[config.mk]
export PLATFORM = sky130hd
export DESIGN_NAME = tmc_compare_path
export DESIGN_NICKNAME = d
export VERILOG_FILES = /design/src/rtl/tmc_pkg.sv /design/src/rtl/tmc_write_fanout.sv /design/src/rtl/tmc_read_compress.sv /design/src/rtl/tmc_compare_path.sv
export SDC_FILE = /design/constraint.sdc
export NUM_CORES = 1
export LEC_CHECK = 0
export BUFFER_PORTS_ARGS = -buffer_cell sky130_fd_sc_hd__buf_4
export CAP_MARGIN = 20
export CORE_AREA = 5 5 42 44
export CTS_BUF_LIST = sky130_fd_sc_hd__clkbuf_4
export DETAILED_ROUTE_END_ITERATION = 16
export DIE_AREA = 0 0 47 49
export GPL_ROUTABILITY_DRIVEN = 0
export GPL_TIMING_DRIVEN = 0
export PLACE_DENSITY = 0.66
export SLEW_MARGIN = 20
export SYNTH_ARGS = -nofsm -noshare
export SYNTH_HDL_FRONTEND = slang
export SYNTH_SLANG_ARGS = --single-unit
[constraint.sdc]
create_clock -name clk -period 0.9 [get_ports clk]
set_input_delay 0.09 -clock clk [delete_from_list [all_inputs] [get_ports clk]]
set_output_delay 0.09 -clock clk [all_outputs]
set_load 0.01 [all_outputs]
[src/rtl/tmc_pkg.sv]
package tmc_pkg;
  typedef enum logic {
    MODE_NORMAL = 1'b0,
    MODE_TEST   = 1'b1
  } tmc_mode_e;
endpackage

[src/rtl/tmc_write_fanout.sv]
module tmc_write_fanout
  import tmc_pkg::*;
#(
  parameter int DQ_W = 4,
  parameter int GRP  = 2,
  parameter int GSEL_W = $clog2(GRP)
) (
  input  tmc_mode_e               mode,
  input  logic                    wr_strobe,
  input  logic [GSEL_W-1:0]       col_lsb,
  input  logic [DQ_W-1:0]         dq_in,
  output logic [DQ_W*GRP-1:0]     sec_we,
  output logic [DQ_W*GRP-1:0]     sec_wd
);
  localparam int NSEC = DQ_W * GRP;

  logic in_test;
  assign in_test = (mode == MODE_TEST);

  for (genvar g = 0; g < GRP; g++) begin : g_grp
    logic grp_hit;
    assign grp_hit = in_test | (col_lsb == GSEL_W'(g));
    for (genvar k = 0; k < DQ_W; k++) begin : g_lane
      assign sec_wd[g*DQ_W + k] = in_test ? dq_in[0] : dq_in[k];
      assign sec_we[g*DQ_W + k] = wr_strobe & grp_hit;
    end
  end

  // Guards on the fan-out
  always_comb begin
    if (in_test && wr_strobe) begin
      p_all_sections_r1: assert (sec_we == {NSEC{1'b1}});
    end
    if (in_test) begin
      p_lane0_only_r2: assert (sec_wd == {NSEC{dq_in[0]}});
    end
    if (!wr_strobe) begin
      p_no_write_r8: assert (sec_we == '0);
    end
    if (!in_test) begin
      p_one_group_r6: assert ($countones(sec_we) == 0 || $countones(sec_we) == DQ_W);
    end
  end
endmodule

[src/rtl/tmc_read_compress.sv]
module tmc_read_compress
  import tmc_pkg::*;
#(
  parameter int DQ_W = 4,
  parameter int GRP  = 2,
  parameter int GSEL_W = $clog2(GRP)
) (
  input  logic                    clk,
  input  logic                    rst_n,
  input  tmc_mode_e               mode,
  input  logic                    rd_strobe,
  input  logic [GSEL_W-1:0]       col_lsb,
  input  logic [DQ_W*GRP-1:0]     sec_rd,
  output logic [DQ_W-1:0]         dq_out
);
  localparam int NSEC = DQ_W * GRP;

  logic [DQ_W-1:0] lane_bits;
  logic            agree;
  logic [DQ_W-1:0] next_dq;

  always_comb begin
    lane_bits = sec_rd[col_lsb*DQ_W +: DQ_W];
    agree     = (sec_rd == {NSEC{1'b0}}) || (sec_rd == {NSEC{1'b1}});
    next_dq   = (mode == MODE_TEST) ? {DQ_W{agree}} : lane_bits;
  end

  always_ff @(posedge clk or negedge rst_n) begin
    if (!rst_n) begin
      dq_out <= '0;
    end else if (rd_strobe) begin
      dq_out <= next_dq;
    end
  end

  p_pass_high_r3: assert property (@(posedge clk) disable iff (!rst_n)
    (rd_strobe && mode == MODE_TEST && (&sec_rd || !(|sec_rd))) |=> (&dq_out));

  p_fail_low_r4: assert property (@(posedge clk) disable iff (!rst_n)
    (rd_strobe && mode == MODE_TEST && !(&sec_rd) && (|sec_rd)) |=> (dq_out == '0));

  p_uniform_r5: assert property (@(posedge clk) disable iff (!rst_n)
    (rd_strobe && mode == MODE_TEST) |=> (dq_out == '0 || &dq_out));

  p_hold_r9: assert property (@(posedge clk) disable iff (!rst_n)
    !rd_strobe |=> $stable(dq_out));
endmodule

[src/rtl/tmc_compare_path.sv]
module tmc_compare_path
  import tmc_pkg::*;
#(
  parameter int DQ_W = 4,
  parameter int GRP  = 2
) (
  input  logic                    clk,
  input  logic                    rst_n,
  input  logic                    test_mode,
  input  logic                    wr_strobe,
  input  logic                    rd_strobe,
  input  logic [$clog2(GRP)-1:0]  col_lsb,
  input  logic [DQ_W-1:0]         dq_in,
  input  logic [DQ_W*GRP-1:0]     sec_rd,
  output logic [DQ_W*GRP-1:0]     sec_we,
  output logic [DQ_W*GRP-1:0]     sec_wd,
  output logic [DQ_W-1:0]         dq_out
);
  localparam int GSEL_W = $clog2(GRP);

  tmc_mode_e mode;
  assign mode = tmc_mode_e'(test_mode);

  tmc_write_fanout #(.DQ_W(DQ_W), .GRP(GRP), .GSEL_W(GSEL_W)) u_wr (
    .mode      (mode),
    .wr_strobe (wr_strobe),
    .col_lsb   (col_lsb),
    .dq_in     (dq_in),
    .sec_we    (sec_we),
    .sec_wd    (sec_wd)
  );

  tmc_read_compress #(.DQ_W(DQ_W), .GRP(GRP), .GSEL_W(GSEL_W)) u_rd (
    .clk       (clk),
    .rst_n     (rst_n),
    .mode      (mode),
    .rd_strobe (rd_strobe),
    .col_lsb   (col_lsb),
    .sec_rd    (sec_rd),
    .dq_out    (dq_out)
  );

  // Read-modify-write: write enables must not depend on the read strobe
  p_rmw_write_r11: assert property (@(posedge clk) disable iff (!rst_n)
    (rd_strobe && wr_strobe) |-> (sec_we != '0));
endmodule

### Word level (Yosys, flattened, before mapping)

Index checks and enable logic that the tools add are counted.

| cells by class | value |
|---|---|
| equal/unequal tests | 1 |
| shifts and indexed selects | 1 |
| multiplexer cells | 4 |
| bitwise gates (word level) | 5 |
| reductions and logical operators | 2 |

Operators with widths:

| operator | number |
|---|---|
| == test 8 bit, second input constant | 1 |
| logical NOT 8 bit | 1 |
| variable part select 8 x 4 -> 4 bit | 1 |
| two-way mux 4 bit | 1 |
| two-way mux 1 bit | 3 |
| AND 1 bit | 2 |
| bitwise OR 1 bit | 2 |
| logical OR 1 bit | 1 |
| inverter 1 bit | 1 |

| storage, ports and cells | value |
|---|---|
| flip-flop bits (word level) | 4 |
| logic and storage cells | 14 |

### Longest topological paths before layout

Gate-level depths: netlist (run 1).

| logic depth | value |
|---|---|
| word-level depth | 3 |
| gate-level depth with buffers | 4 |

### By module

A second synthesis (run 1) with hierarchy kept.

| second synthesis, totals | value |
|---|---|
| cell total of the unflattened synthesis | 46 |
| area, all modules | 382.9 µm² |

Modules (own cells, without submodules):

| module | instances | cells an instance | area an instance (µm²) | seq. area each (µm²) |
|---|---|---|---|---|
| tmc_read_compress | 1 | 25 | 247.7 | 100.1 |
| tmc_write_fanout | 1 | 21 | 135.1 | 0.0 |

### Worst setup path before layout (run 1)

OpenSTA, ideal clock, no wires.

| timing path | value |
|---|---|
| kind | input to output |
| from | in col_lsb |
| to | out sec_we[1] |
| arrival | 971 ps |
| data required time | 810 ps |
| path slack | -161 ps |
| stages on the path | 3 |
| cells stage by stage | clkbuf_1 -> a21boi_0 -> buf_4 |

| between the ends | value |
|---|---|
| cells in the longest elaborated chain, start to end | 3 |

RTL lines:

| element | RTL line | source |
|---|---|---|
| from (decl) | tmc_compare_path.sv:12 | `input logic [$clog2(GRP)-1:0] col_lsb,` |
| inverter 1 bit | tmc_write_fanout.sv:22 | `assign grp_hit = in_test \| (col_lsb == GSEL_W'(g));` |
| bitwise OR 1 bit | tmc_write_fanout.sv:22 |  |
| AND 1 bit | -- |  |
| to (decl) | tmc_compare_path.sv:15 | `output logic [DQ_W*GRP-1:0] sec_we,` |

No other way between the ends.

### Worst setup path in the final report (run 1)

| timing path | value |
|---|---|
| from | in sec_rd[2] |
| to | reg u_rd.dq_out[0] |

| between the ends | value |
|---|---|
| cells in the longest elaborated chain, start to end | 3 |

RTL lines:

| element | RTL line | source |
|---|---|---|
| from (decl) | tmc_compare_path.sv:14 | `input logic [DQ_W*GRP-1:0] sec_rd,` |
| == test 8 bit / logical NOT 8 bit (equally long branches) | tmc_read_compress.sv:24 | `agree = (sec_rd == {NSEC{1'b0}}) \|\| (sec_rd == {NSEC{1'b1}});` |
| logical OR 1 bit (*) | tmc_read_compress.sv:24 |  |
| two-way mux 4 bit (*) | tmc_read_compress.sv:25 | `next_dq = (mode == MODE_TEST) ? {DQ_W{agree}} : lane_bits;` |
| to (signal assigned) | tmc_read_compress.sv:32 | `dq_out <= next_dq;` |
| to (decl) | tmc_read_compress.sv:14 | `output logic [DQ_W-1:0] dq_out` |

Every way passes the cells marked *; elsewhere a longest branch is shown, timed or not.
A chain may end at the register's enable or synchronous reset.

==> results of run 1 <==
[cell usage after synthesis, drive strengths merged]
cell    count
o221ai      4
o211ai      1
or4         2
nand2       2
nor2        2
dfrtp       4
o21ai       3
mux2i       4
a21boi      1
nand4       2
inv         8
buf        11
clkbuf      1
o21a        1
[worst max path at each step]
stage | to | depth (start not counted)
after floorplan | u_rd.dq_out[1] | 4
after global placement | u_rd.dq_out[0] | 5
after detailed placement | u_rd.dq_out[0] | 5
after CTS | u_rd.dq_out[0] | 5
after global routing | u_rd.dq_out[0] | 5
final | u_rd.dq_out[0] | 5
[layout make-up]
type                       instances  share of cell area
buffer                            12              0.1129
clock buffer                       3             0.02903
inverter                           8             0.03871
multi-input combinational         22              0.2742
sequential                         4              0.1290
tap                               16             0.02581
timing repair buffer              38              0.3903
[power groups by stage]
stage	Combinational [mW]	Clock (mW)	Sequential, mW
after CTS	0.361	0.225	0.206
after global placement	0.318	0	0.208
after detailed placement	0.324	0	0.208
final	0.358	0.213	0.206
after floorplan	0.130	0	0.216
after global routing	0.387	0.238	0.208
[stage by stage]
stage               total power, mW  cells
CTS                          0.7923    103
finish                       0.7772    103
global route                 0.8332    103
detailed placement           0.5317     98
global placement             0.5262     98
floorplan                    0.3458     46
[worst reg2reg max path, delay by kind of cell (launching register included)]
family / cells / cell delay (ns)
buffers and inverters: 1 / 0.07
flip-flops: 1 / 0.37
AO/OA/AOI/OAI: 1 / 0.09
[routing by layer]
metal	wire [µm]	part of all wire	track usage
met2	641	0.53	0.1810
met3	170	0.14	0.01845
met4	0	0	0.05530
met1	401	0.33	0.1153
met5	0	0	0
[repair_timing]
action / 4_1_cts / 5_1_grt
endpoints found under the hold margin: 4 / 0
setup endpoints to repair: 10 / 5
setup buffers: 1 / 0
pin swaps: 4 / 3
hold buffers: 1 / 0
resized for setup: 14 / 2
[logic make-up (layout without fill, tap and decap cells)]
logic type	after synthesis	in the layout	share of synthesized area
AOI/OAI and AO/OA	10	10	0.2060
muxes	4	4	0.1063
and+or+nand+nor	8	8	0.1130
buffers and inverters	20	61	0.3090
DFF	4	4	0.2658
==> impl_metrics.json, run 1 <==
{
  "startpoint_type": "input port",
  "top_regs": "u_rd.dq_out: 4 flops",
  "cts_max_path_buffers": 2,
  "seq_area_frac_synth": 0.2658,
  "num-fill-cells": 138,
  "maxSlewViolCount": 0,
  "row_count": 14,
  "hold_path_depth": 2,
  "route.detailed.drc": 0,
  "port_buffers": 36,
  "cp_top_family": "simple AND/OR/NAND/NOR gates",
  "violations": "setup timing",
  "h-tree-depth": 1,
  "wl_per_cell_um": 11.77,
  "p_leak_nw": 0.4056,
  "switchingPower_mw": 0.2208,
  "largest_register_ffs": 4,
  "dr.pass1.iters": 2,
  "r2r_slack_ns": 0.23,
  "synth_area_leader_cell": "dfrtp_1",
  "core_um2": 1401,
  "clock.fmax_mhz": 1096,
  "final_nets": 107,
  "path_buf_inv": 1,
  "globalRouteOverflowTotal": 0,
  "synth_area_leaders": "dfrtp_1 (27%), buf_4 (22%), mux2i_1 (11%)",
  "io_pins": 38,
  "fin_ws_ns": -0.01276,
  "synth_area_um2": 376.6,
  "wl_um": 1212,
  "synth_area_per_cell_um2": 8.187,
  "finalSetupViolCount": 4,
  "clk_pin_slew_ns": 0.03,
  "dieArea_um2": 2303,
  "dp_hpwl_um": 1017,
  "syn-num-nets": 64,
  "p_seq_frac": 0.265,
  "clockRootBuffer": "clkbuf_4",
  "irDropWorstVdd_v": 0.0006311,
  "fp.dieH_um": 49,
  "p_int_mw": 0.5564,
  "holdWs_ns": 0.1591,
  "swShare": 0.2841,
  "criticalPathCategory": "input port to flop",
  "fin_area_um2": 775.7,
  "yosys_register_bits": 4,
  "final_common_cell": "buf_4",
  "initial_core_util": 0.2687,
  "setup-tns-final_ns": -0.03107,
  "insertion_delay_ns": 0.23,
  "pre_cts_ws_ns": -0.3107,
  "rsz0062_at_grt": "true",
  "pwr-share-clk": 0.275,
  "hold_start": "rd_strobe",
  "synth_top_area_frac": 0.2658,
  "top_register": "u_rd.dq_out",
  "worst_hold_path_type": "input port to flop",
  "vias": 463,
  "ant_nets": 0,
  "comb_power_share": 0.461,
  "tightestPinTransition_ns": 0.2258,
  "grt_usage": 0.1052,
  "drive_gt1_frac": 0.7011,
  "status": "complete, but fails checks",
  "antenna_found_initial": 0,
  "cp-end-kind": "flop",
  "drtIter0Drc": 1,
  "netlist_instances": 46,
  "critPathRequiredTime_ns": 1.04,
  "path_max_fanout": 4,
  "worst_clock_skew_ns": 0,
  "yosysWarnings": 0,
  "slowest_stage": "or4_4",
  "placed_area_um2": 666.9,
  "diodes": 0,
  "grt_pass1_vias": 455,
  "grt_pass1_wl_um": 1814,
  "cts_tree": "done",
  "crit_start": "sec_rd[2]",
  "grt_max_degree": 8,
  "relSlewSlack": 0.8479,
  "r2r-end": "u_rd.dq_out[0]",
  "ff_latch_area_um2": 100.1,
  "rr_worst_depth": 2,
  "finalCritPeriodShare": 1.014,
  "worstHoldEndpoint": "u_rd.dq_out[1]",
  "cap_violations": 0,
  "area_growth_pct": 106.0,
  "power_density_nw_per_um2": 1002,
  "min_period_ns": 0.9128,
  "clock-sinks": 4,
  "finalHoldViolCount": 0,
  "layout_common_cells": "buf_4 (44), inv_1 (8)",
  "die_x_um": 47,
  "postLayoutCoreUtil": 0.5536,
  "synth_cell_types": 14,
  "cp.arrival_ns": 1.05,
  "cpPeakStageDelay_ns": 0.53,
  "viasPerCell": 4.495,
  "cts_buffers": 3,
  "reg2reg_from": "u_rd.dq_out[0]",
  "multi_input_area_um2": 212.7,
  "path_cells": "buf_6, or4_4, nor2_4, o211ai_4, o221ai_2"
}
Power figures use the tool's default switching activity.
==> run 2: changes to the inputs <==
REMOVE_ABC_BUFFERS = 1   (was unset)
SETUP_SLACK_MARGIN = 0.3   (was unset)
==> run 2 against run 1 <==
Net effect:
- the run still ends with setup timing left
- routed wire length up 30%
- via count up 2.4%
- combinational power up 26%
- clock power up 4%
- first-iteration DRC count rose to 5.0 times the previous value
- total power up 14%
- critical path depth unchanged
- setup slack better by 0.0022 ns
- die area unchanged
- sequential power up 2%
==> impl_metrics.json, run 2 (same netlist as run 1, synthesis figures left out) <==
{
  "rr_worst_depth": 3,
  "viasPerCell": 4.989,
  "clock-sinks": 4,
  "h-tree-depth": 1,
  "pwr-share-clk": 0.251,
  "rsz0062_at_grt": "true",
  "maxSlewViolCount": 0,
  "swShare": 0.3103,
  "initial_core_util": 0.2687,
  "p_leak_nw": 0.4185,
  "cp.arrival_ns": 1.05,
  "slowest_stage": "or4_4",
  "grt_pass1_wl_um": 2256,
  "cts_tree": "done",
  "status": "complete, but fails checks",
  "path_max_fanout": 4,
  "cts_buffers": 3,
  "final_common_cell": "buf_6",
  "io_pins": 38,
  "grt_usage": 0.1370,
  "route.detailed.drc": 0,
  "cp-end-kind": "flop",
  "port_buffers": 37,
  "worst_clock_skew_ns": 0,
  "dr.pass1.iters": 2,
  "p_int_mw": 0.6086,
  "power_density_nw_per_um2": 967.4,
  "hold_path_depth": 2,
  "pre_cts_ws_ns": -0.3058,
  "clockRootBuffer": "clkbuf_4",
  "cap_violations": 0,
  "top_register": "u_rd.dq_out",
  "irDropWorstVdd_v": 0.0004900,
  "clock.fmax_mhz": 1098,
  "grt_max_degree": 8,
  "fin_area_um2": 912.1,
  "area_growth_pct": 142.2,
  "globalRouteOverflowTotal": 0,
  "drive_gt1_frac": 0.7848,
  "clk_pin_slew_ns": 0.04,
  "p_seq_frac": 0.239,
  "min_period_ns": 0.9106,
  "cpPeakStageDelay_ns": 0.54,
  "insertion_delay_ns": 0.23,
  "startpoint_type": "input port",
  "cts_max_path_buffers": 2,
  "finalCritPeriodShare": 1.012,
  "dp_hpwl_um": 1079,
  "fin_ws_ns": -0.01060,
  "ant_nets": 0,
  "violations": "setup timing",
  "holdWs_ns": 0.1631,
  "total_power_mw": 0.8824,
  "drtIter0Drc": 5,
  "grt_pass1_vias": 488,
  "layout_common_cells": "buf_6 (25), buf_4 (14)",
  "relSlewSlack": 0.8456,
  "placed_area_um2": 588.1,
  "tightestPinTransition_ns": 0.2252,
  "die_x_um": 47,
  "criticalPathCategory": "input port to flop",
  "path_cells": "buf_6, or4_4, nor2_4, o211ai_4, o221ai_2",
  "wl_per_cell_um": 16.53,
  "row_count": 14,
  "critPathRequiredTime_ns": 1.04,
  "vias": 474,
  "comb_power_share": 0.510,
  "antenna_found_initial": 0,
  "largest_register_ffs": 4,
  "diodes": 0,
  "dieArea_um2": 2303,
  "fp.dieH_um": 49,
  "top_regs": "u_rd.dq_out: 4 flops",
  "worst_hold_path_type": "input port to flop",
  "finalHoldViolCount": 0,
  "final_nets": 99,
  "finalSetupViolCount": 3,
  "stdcell_count": 95,
  "core_um2": 1401,
  "dpl.cell_count": 87,
  "wl_um": 1570,
  "switchingPower_mw": 0.2738
}
-- run 2: cell count changes in the layout (fill, tap and decap cells not counted), sizes merged --
cell and change:
clkinv +1, inv -1, clkbuf -1, buf -7
-- run 2: power by group through the flow --
stage	clock [mW]	combinational, mW	sequential [mW]
finish	0.222	0.450	0.211
floorplan	0	0.0777	0.216
global placement	0	0.279	0.208
CTS	0.234	0.366	0.210
detailed placement	0	0.283	0.209
global route	0.237	0.480	0.213
-- run 2: area by class of cell --
| type | count | area, µm² |
|---|---|---|
| clock buffer | 3 | 22.52 |
| fill | 85 | 489.2 |
| inverter | 8 | 47.55 |
| multi-input combinational | 22 | 277.8 |
| sequential | 4 | 100.1 |
| tap | 16 | 20.02 |
| timing repair buffer | 42 | 444.2 |
-- run 2: what timing repair did --
item | 4_1_cts | 5_1_grt
endpoints found under the setup margin | 22 | 22
hold buffers | 1 | 0
resized for setup | 38 | 30
setup buffers | 1 | 3
pin swaps | 5 | 7
hold endpoints to repair | 4 | 0
-- run 2: metal layers --
metal / share of wire / GRT usage / routed length (µm)
met3: 0.12 / 0.03690 / 194
met1: 0.32 / 0.1153 / 508
met5: 0 / 0 / 0
met2: 0.54 / 0.2579 / 851
met4: 0.010 / 0.08295 / 16
-- run 2: critical path: cells and delay by family --
kind / cells / cell delay, ns
simple gates: 2 / 0.68
buf+inv: 1 / 0.10
compound gates: 2 / 0.19
-- run 2: metrics by stage --
| stage | util | TNS [ns] |
|---|---|---|
| final | 0.6509 | -0.02270 |
| after global routing | 0.6509 | -0.1553 |
| after CTS | 0.5420 | -0.06281 |
| after detailed placement | 0.4196 | -1.213 |
| after global placement | 0.4196 | -1.090 |
| after floorplan | - | -1.271 |
-- run 2: path summary, 6_finish.rpt --
| check | endpoint | slack (ns) | from |
|---|---|---|---|
| worst max-delay path | u_rd.dq_out[1] | -0.01 | sec_rd[2] |
| worst min-delay path | u_rd.dq_out[3] | 0.16 | rd_strobe |
| worst max register to register | u_rd.dq_out[3] | 0.07 | u_rd.dq_out[3] |
| worst min register to register | u_rd.dq_out[2] | 0.60 | u_rd.dq_out[2] |
| max in group asynchronous | u_rd.dq_out[2] | 0.59 | rst_n |
| min in group asynchronous | u_rd.dq_out[0] | 0.21 | rst_n |
